**src/rtl/llsc_pkg.sv**
```systemverilog
package llsc_pkg;
  typedef enum logic [1:0] {
    SC_REFUSED  = 2'd0,
    SC_ISSUED   = 2'd1,
    SC_UNCACHED = 2'd2
  } sc_code_e;
endpackage

```
**src/rtl/llsc_reservation.sv**
```systemverilog
module llsc_reservation #(
  parameter int ADDR_W     = 64,
  parameter int GRAN_BITS  = 4,
  parameter int LINE_BYTES = 64
) (
  input  logic              clk,
  input  logic              rst,
  input  logic              ll_valid,
  input  logic [ADDR_W-1:0] ll_addr,
  input  logic              snoop_valid,
  input  logic [ADDR_W-1:0] snoop_addr,
  input  logic              sc_fail_clear,
  output logic              lock_live,
  output logic              resv_valid,
  output logic [ADDR_W-1:0] resv_addr
);
  localparam int LINE_BITS = $clog2(LINE_BYTES);
  localparam logic [ADDR_W-1:0] LINE_MASK = ~((ADDR_W'(1) << LINE_BITS) - ADDR_W'(1));
  localparam logic [ADDR_W-1:0] GRAN_MASK = ~((ADDR_W'(1) << GRAN_BITS) - ADDR_W'(1));

  logic snoop_hit;

  // snoop is applied ahead of any store-conditional in the same cycle
  assign snoop_hit = snoop_valid && resv_valid &&
                     ((snoop_addr & LINE_MASK) == (resv_addr & LINE_MASK));
  assign lock_live = resv_valid && !snoop_hit;

  always_ff @(posedge clk) begin
    if (rst) begin
      resv_valid <= 1'b0;
      resv_addr  <= '0;
    end else if (ll_valid) begin
      resv_valid <= 1'b1;
      resv_addr  <= ll_addr & GRAN_MASK;
    end else if (snoop_hit || sc_fail_clear) begin
      resv_valid <= 1'b0;
    end
  end

  // a load-linked leaves a granule-aligned reservation behind
  a_r2_ll_sets: assert property (@(posedge clk) disable iff (rst)
    ll_valid |=> resv_valid && (resv_addr[GRAN_BITS-1:0] == '0));

  // nothing revives a cleared flag except a load-linked
  a_r3_clear_stays: assert property (@(posedge clk) disable iff (rst)
    (!resv_valid && !ll_valid) |=> !resv_valid);

  // a same-line snoop drops the reservation
  a_r4_snoop_clears: assert property (@(posedge clk) disable iff (rst)
    (snoop_valid && resv_valid && !ll_valid &&
     ((snoop_addr & LINE_MASK) == (resv_addr & LINE_MASK))) |=> !resv_valid);
endmodule

```
**src/rtl/llsc_decide.sv**
```systemverilog
module llsc_decide
  import llsc_pkg::*;
#(
  parameter int ADDR_W    = 64,
  parameter int GRAN_BITS = 4
) (
  input  logic              clk,
  input  logic              rst,
  input  logic              sc_valid,
  input  logic [ADDR_W-1:0] sc_addr,
  input  logic              sc_uncached,
  input  logic              lock_live,
  input  logic [ADDR_W-1:0] resv_addr,
  output logic              fail_now,
  output logic              pass_now,
  output logic              sc_done,
  output logic              sc_forward,
  output sc_code_e          sc_result
);
  localparam logic [ADDR_W-1:0] GRAN_MASK = ~((ADDR_W'(1) << GRAN_BITS) - ADDR_W'(1));

  logic     cacheable;
  logic     match;
  sc_code_e code_d;

  assign cacheable = sc_valid && !sc_uncached;
  assign match     = lock_live && ((sc_addr & GRAN_MASK) == resv_addr);
  assign pass_now  = cacheable && match;
  assign fail_now  = cacheable && !match;

  always_comb begin
    code_d = SC_REFUSED;
    if (sc_valid && sc_uncached) code_d = SC_UNCACHED;
    else if (pass_now)           code_d = SC_ISSUED;
  end

  always_ff @(posedge clk) begin
    if (rst) begin
      sc_done    <= 1'b0;
      sc_forward <= 1'b0;
      sc_result  <= SC_REFUSED;
    end else begin
      sc_done    <= sc_valid;
      sc_forward <= pass_now || (sc_valid && sc_uncached);
      sc_result  <= code_d;
    end
  end

  // a refused verdict never reaches memory
  a_r6_refused_blocked: assert property (@(posedge clk) disable iff (rst)
    (sc_done && sc_result == SC_REFUSED) |-> !sc_forward);

  // uncacheable requests always go through
  a_r5_uncached_fwd: assert property (@(posedge clk) disable iff (rst)
    (sc_valid && sc_uncached) |=> sc_forward && sc_result == SC_UNCACHED);

  // outputs are idle when no request came in
  a_r10_idle: assert property (@(posedge clk) disable iff (rst)
    !sc_done |-> !sc_forward && sc_result == SC_REFUSED);
endmodule

```
**src/rtl/llsc_fail_counter.sv**
```systemverilog
module llsc_fail_counter #(
  parameter int WARN_EVERY = 100000
) (
  input  logic clk,
  input  logic rst,
  input  logic fail_evt,
  input  logic pass_evt,
  output logic warn
);
  localparam int CNT_W = $clog2(WARN_EVERY + 1);
  localparam logic [CNT_W-1:0] LAST = CNT_W'(WARN_EVERY - 1);

  logic [CNT_W-1:0] count;

  always_ff @(posedge clk) begin
    if (rst) begin
      count <= '0;
      warn  <= 1'b0;
    end else begin
      warn <= fail_evt && (count == LAST);
      if (pass_evt)       count <= '0;
      else if (fail_evt)  count <= (count == LAST) ? '0 : count + 1'b1;
    end
  end

  // a warning is always caused by a failure one cycle before
  a_r8_warn_cause: assert property (@(posedge clk) disable iff (rst)
    warn |-> $past(fail_evt));

  // the warning never lasts two cycles unless a second wrap could occur
  a_r8_warn_pulse: assert property (@(posedge clk) disable iff (rst)
    (warn && WARN_EVERY > 1) |=> !warn);

  // a pass empties the count
  a_r7_pass_resets: assert property (@(posedge clk) disable iff (rst)
    pass_evt |=> count == '0);
endmodule

```
**src/rtl/llsc_monitor.sv**
```systemverilog
module llsc_monitor
  import llsc_pkg::*;
#(
  parameter int ADDR_W     = 64,
  parameter int GRAN_BITS  = 4,
  parameter int LINE_BYTES = 64,
  parameter int WARN_EVERY = 100000
) (
  input  logic              clk,
  input  logic              rst,
  input  logic              ll_valid,
  input  logic [ADDR_W-1:0] ll_addr,
  input  logic              snoop_valid,
  input  logic [ADDR_W-1:0] snoop_addr,
  input  logic              sc_valid,
  input  logic [ADDR_W-1:0] sc_addr,
  input  logic              sc_uncached,
  output logic              sc_done,
  output logic              sc_forward,
  output logic [1:0]        sc_result,
  output logic              livelock_warn,
  output logic              resv_valid,
  output logic [ADDR_W-1:0] resv_addr
);
  logic     lock_live;
  logic     fail_now;
  logic     pass_now;
  sc_code_e result_q;

  llsc_reservation #(
    .ADDR_W(ADDR_W), .GRAN_BITS(GRAN_BITS), .LINE_BYTES(LINE_BYTES)
  ) u_resv (
    .clk(clk), .rst(rst),
    .ll_valid(ll_valid), .ll_addr(ll_addr),
    .snoop_valid(snoop_valid), .snoop_addr(snoop_addr),
    .sc_fail_clear(fail_now),
    .lock_live(lock_live),
    .resv_valid(resv_valid), .resv_addr(resv_addr)
  );

  llsc_decide #(
    .ADDR_W(ADDR_W), .GRAN_BITS(GRAN_BITS)
  ) u_decide (
    .clk(clk), .rst(rst),
    .sc_valid(sc_valid), .sc_addr(sc_addr), .sc_uncached(sc_uncached),
    .lock_live(lock_live), .resv_addr(resv_addr),
    .fail_now(fail_now), .pass_now(pass_now),
    .sc_done(sc_done), .sc_forward(sc_forward), .sc_result(result_q)
  );

  llsc_fail_counter #(
    .WARN_EVERY(WARN_EVERY)
  ) u_count (
    .clk(clk), .rst(rst),
    .fail_evt(fail_now), .pass_evt(pass_now),
    .warn(livelock_warn)
  );

  assign sc_result = result_q;

  // a store-conditional in the same cycle as a same-line snoop is refused
  a_r9_snoop_first: assert property (@(posedge clk) disable iff (rst)
    (sc_valid && !sc_uncached && snoop_valid &&
     (snoop_addr[ADDR_W-1:$clog2(LINE_BYTES)] == resv_addr[ADDR_W-1:$clog2(LINE_BYTES)]))
    |=> !sc_forward);
endmodule

```
**config.mk**
```make
export PLATFORM = sky130hd
export DESIGN_NAME = llsc_monitor
export DESIGN_NICKNAME = d
export VERILOG_FILES = /design/src/rtl/llsc_pkg.sv /design/src/rtl/llsc_reservation.sv /design/src/rtl/llsc_decide.sv /design/src/rtl/llsc_fail_counter.sv /design/src/rtl/llsc_monitor.sv
export SDC_FILE = /design/constraint.sdc
export NUM_CORES = 1
export LEC_CHECK = 0
export BUFFER_PORTS_ARGS = -buffer_cell sky130_fd_sc_hd__buf_4
export CELL_PAD_IN_SITES_DETAIL_PLACEMENT = 1
export CELL_PAD_IN_SITES_GLOBAL_PLACEMENT = 2
export CORE_MARGIN = 10
export CORE_UTILIZATION = 24
export CTS_BUF_LIST = sky130_fd_sc_hd__clkbuf_16
export DETAILED_ROUTE_END_ITERATION = 8
export GPL_TIMING_DRIVEN = 0
export HOLD_SLACK_MARGIN = 0.02
export PLACE_DENSITY = 0.89
export SLEW_MARGIN = 20
export SYNTH_ARGS = -nofsm -noshare
export SYNTH_HDL_FRONTEND = slang
export SYNTH_SLANG_ARGS = --single-unit
export TNS_END_PERCENT = 30
```
**constraint.sdc**
```tcl
create_clock -name clk -period 3.1 [get_ports clk]
set_input_delay 0.31 -clock clk [delete_from_list [all_inputs] [get_ports clk]]
set_output_delay 0.31 -clock clk [all_outputs]
set_load 0.05 [all_outputs]
```
* Word level (Yosys, flattened, before mapping)
Cells that the tools add are included.
Cells by class: equal/unequal tests 3, muxes and demuxes 5, reduce and logical (&&, ||, !) cells 17, add/subtract/negate cells 1
Operator list (count):
- $eq A60 B60 Y1 | 1
- $eq A58 B58 Y1 | 1
- $add A17 B1 Y17 const B | 1
- $eq A17 B17 Y1 const B | 1
- $mux W17 | 1
- $logic_and A1 B1 Y1 | 9
- $reduce_or A2 Y1 | 2
- $logic_not A1 Y1 | 3
- $mux W1 | 3
- $logic_or A1 B1 Y1 | 2
- $mux W2 | 1
- $reduce_bool A2 Y1 | 1
Word-level totals: register bits 83, output and inout bits 70, bits of input ports 198, logic and storage cells 34

* Depth between registers and ports, before layout
word-level depth 10, gate-level depth with buffers 9, depth with buffers taken out 7

* Hierarchy
A second synthesis with hierarchy kept.
Second synthesis, totals: cell total of the unflattened synthesis 484, area total of the unflattened synthesis 4528.1 sq um
By module, submodules not included:
- llsc_reservation | cells an instance 288, times used 1, sequential area each 1221.2 sq um, area an instance 2825.2 sq um
- llsc_decide | cells an instance 103, times used 1, sequential area each 80.1 sq um, area an instance 854.6 sq um
- llsc_fail_counter | cells an instance 93, times used 1, sequential area each 360.3 sq um, area an instance 848.3 sq um

* Least setup slack after synthesis
No wires, ideal clock.
kind flip-flop to flip-flop, start point register u_resv.resv_addr[8], end point register u_count.count[11], buffers on the path 1, setup time 0.080 ns, slack 0.548 ns, data arrival time 2.473 ns, cell stages (with the launch flop) 9, cell sequence dfxtp_1 > xnor2_1 > nand4_1 > nor4_1 > nand4_1 > o211a_1 > buf_6 > or4_1 > a211oi_2
Between the ends: cells in the longest elaborated chain, start to end 7, elaborated cells between the ends (all ways) 10, classes of those cells 2 x eq/ne; 8 x reduce/logical
Ends and longest elaborated chain:
- start, declared | RTL line llsc_reservation.sv:15 | output logic [ADDR_W-1:0] resv_addr
- start signal, assigned | RTL line llsc_reservation.sv:34 | resv_addr <= ll_addr & GRAN_MASK;
- $eq A58 B58 Y1 | RTL line llsc_reservation.sv:25 | ((snoop_addr & LINE_MASK) == (resv_addr & LINE_MASK));
- $logic_and A1 B1 Y1 | RTL line llsc_reservation.sv:24 | assign snoop_hit = snoop_valid && resv_valid &&
- $logic_not A1 Y1 | RTL line llsc_reservation.sv:26 | assign lock_live = resv_valid && !snoop_hit;
- $logic_and A1 B1 Y1 | RTL line llsc_reservation.sv:26
- $logic_and A1 B1 Y1 (*) | RTL line llsc_decide.sv:27 | assign match = lock_live && ((sc_addr & GRAN_MASK) == resv_addr);
- $logic_and A1 B1 Y1 / $logic_not A1 Y1 (equally long branches) | RTL line llsc_decide.sv:28, llsc_decide.sv:29
- $reduce_or A2 Y1 (no line) / $logic_and A1 B1 Y1 (equally long branches)
- end signal, assigned | RTL line llsc_fail_counter.sv:22 | else if (fail_evt) count <= (count == LAST) ? '0 : count + 1'b1;
- end, declared | RTL line llsc_fail_counter.sv:13 | logic [CNT_W-1:0] count;
Mark *: on every way between the ends. The rest lies on a longest branch, timed or not. A chain may end at the register's enable or synchronous reset.

* Worst setup path after layout
start point register u_resv.resv_addr[58], end point register u_count.count[7]
The elaborated chain is that of the path after synthesis.

==> impl_metrics.ini <==
[sta]
setup_violations = 0
whs_ns = 0.161
worst_pin_slew_ns = 0.978
fin_crit_sh_pct = 94.1
drv_slew = 0
slew_headroom_pct = 34.8
rsz0062_at_grt = false
fin_crit_ns = 2.92
fin_worst_skew_ns = 0.0105
fmax_ghz = 0.343
finalHoldViolations = 0

[clock_network]
clk_pin_slew_ns = 0.07
h-tree-depth = 3
clkLatencyLatePin_ns = 0.35
cts_buffer_depth = 2
cts_tree = built
clock_tree.root_cell = clkbuf_16
clock_sinks = 83
numCtsBuffers = 9

[pwr]
total_power_mw = 3.07
p_leak_nw = 3.24
power_density_nw_per_um2 = 434
vdd_drop_max_mv = 0.245

[synth]
yosys.cell_types.count = 42
synth-seq-cells = 83
yosys_warnings = 0
async_flop_share_pct = 0
synthFlopType = dfxtp_1
syn_inst = 493
synth_edf_count = 0
avgSynthCellArea_um2 = 9.21
synth-seq-area-share_pct = 36.6
syn_area_um2 = 4540

[critical_path]
reg2reg_to = u_count.count[7]
ff2ff_path_depth = 9
crit_path_end_kind = register
crit_arrival_ns = 3.12
path_max_fanout = 10
start_kind = register
rrSetupSlack_ns = 0.18
setup.worst_path.class = register to register
timing.rr.start = u_resv.resv_addr[58]
required_ns = 3.30

[drt]
drtAntennaViolNets = 0
wl_per_cell_um = 22.2
via_count = 4706
dr.first_iter.drc_count = 222
drt_pass1_iterations = 4
wirelength_um = 22100
route.detailed.drc = 0
routed_via_density = 4.73

[floorplan]
core_area_um2 = 18600
io_pins = 268
die_height_um = 158
initial_utilization_pct = 24.4
dieArea_um2 = 24800
num_rows = 50
die-width_um = 158

[global_routing]
grt_pass1_vias = 4938
grt_max_degree = 15
antenna_found_initial = 0
grt_pass1_wl_um = 31300
grt_usage_pct = 17.0
overflow = 0

[finish]
final_common_cell = buf_4
final_nets = 955
final_util_pct = 37.9
antennaDiodeCount = 0
drive_gt1_share_pct = 37.1
final_cell_mix = buf_4, dfxtp_1, xor2_1, nor2_1, mux2i_1
area_delta_synth_final_pct = 55.4

[hold_path]
holdPathEnd = u_decide.sc_result[0]
worstHoldStart = sc_uncached
hold_depth = 2
hp-class = primary input to register

[job]
max_cap_violations = 0

[place]
globalplace.congestion = 0.805
dp_hpwl_um = 18300
port-buffer-count = 247

[outcome]
status = finished, final reports clean
==> synthesized netlist by cell type (2+ instances only) <==
library cell | instances | share of area [%]
xnor2_1 | 37 | 7.1
nor4b_1 | 3 | 0.58
nand2_1 | 5 | 0.41
nor2b_1 | 4 | 0.55
nand3_1 | 12 | 1.3
buf_4 | 4 | 0.66
a21oi_1 | 3 | 0.33
buf_2 | 3 | 0.33
and2_1 | 2 | 0.28
a211oi_1 | 15 | 2.5
nand4b_1 | 2 | 0.39
inv_1 | 11 | 0.91
nor3_1 | 3 | 0.33
o2bb2ai_1 | 3 | 0.58
dfxtp_1 | 83 | 37
nand2b_1 | 2 | 0.28
buf_1 | 7 | 0.58
o21bai_1 | 2 | 0.33
or4_1 | 9 | 1.5
o31ai_1 | 8 | 1.3
mux2i_1 | 60 | 13
nand4_1 | 16 | 2.2
xor2_1 | 71 | 14
or3_1 | 6 | 0.83
nor2_1 | 64 | 5.3
o22ai_1 | 3 | 0.41
clkbuf_1 | 11 | 0.91
nor4_1 | 23 | 3.2
o21ai_0 | 8 | 0.88
==> metal layers <==
metal / vias up / GRT usage [%] / wire (um)
met4: 0 / 3.47 / 189
met1: 2252 / 18.9 / 8630
li1: 2262 / - / -
met3: 15 / 5.10 / 1900
met5: - / 0 / 0
met2: 177 / 31.2 / 11400
==> report_power, final <==
group	leakage, nW	total, mW	internal (mW)	switching, mW
registers	0.682	1.20	1.12	0.0791
logic	2.41	0.769	0.348	0.421
clock network	0.147	1.10	0.622	0.478
==> state kept, by name (all words and copies together) (netlist names) <==
signal and cells:
u_resv.resv_addr 60, u_count.count 17, u_decide.sc_result 2, u_count.warn 1
u_decide.sc_done 1, u_decide.sc_forward 1, u_resv.resv_valid 1
==> through the flow <==
step	setup WS, ns	instances	setup TNS (ns)	area (um2)
global placement	-0.198	977	-1.96	6700
floorplan	0.548	496	0	4550
global route	0.00943	995	0	7060
CTS	0.0281	995	0	7030
detailed placement	-0.190	977	-2.06	6700
finish	0.184	995	0	7060
==> worst max-delay path, cell delays in order, from the launching register on <==
cell and delay, ns:
dfxtp_1 0.52, xor2_1 0.12, nor4_1 0.51, and4_1 0.28, nand3_1 0.14, o211a_1 0.35, buf_6 0.18, buf_2 0.19
o41ai_1 0.36, a211oi_1 0.12
==> how the worst max path moves through the flow <==
stage / startpoint / to / slack (ns)
floorplan: u_resv.resv_addr[8] / u_count.count[11] / 0.55
global placement: sc_addr[53] / u_count.count[12] / -0.20
detailed placement: sc_addr[29] / u_count.count[7] / -0.19
CTS: u_resv.resv_addr[31] / u_count.count[8] / 0.03
global route: u_resv.resv_addr[30] / u_count.count[12] / 0.009
finish: u_resv.resv_addr[58] / u_count.count[7] / 0.18
==> kinds of logic after synthesis <==
family	share of synthesized area, %
simple gates	17.6
other cells	0.0826
flops	36.6
fa+ha+maj	0.275
mux	13.2
compound gates	7.77
buf+inv	3.64
xor+xnor	20.8
==> final cells by class <==
| cell class | instances | area [um2] |
|---|---|---|
| Sequential cell | 83 | 1660 |
| Timing Repair Buffer | 249 | 1870 |
| Clock inverter | 7 | 66.3 |
| Fill cell | 2198 | 11600 |
| Multi-Input combinational cell | 376 | 2780 |
| Clock buffer | 9 | 225 |
| Inverter | 11 | 41.3 |
| Tap cell | 234 | 293 |
| Buffer | 26 | 124 |
==> what timing repair did <==
action,in CTS,in global routing
hold buffers,0,0
pin swaps,1,1
endpoints found under the hold margin,0,0
setup buffers,2,0
gates resized for setup,3,5
endpoints found under the setup margin,15,15
Note: power is estimated with default switching activity, not from simulation.
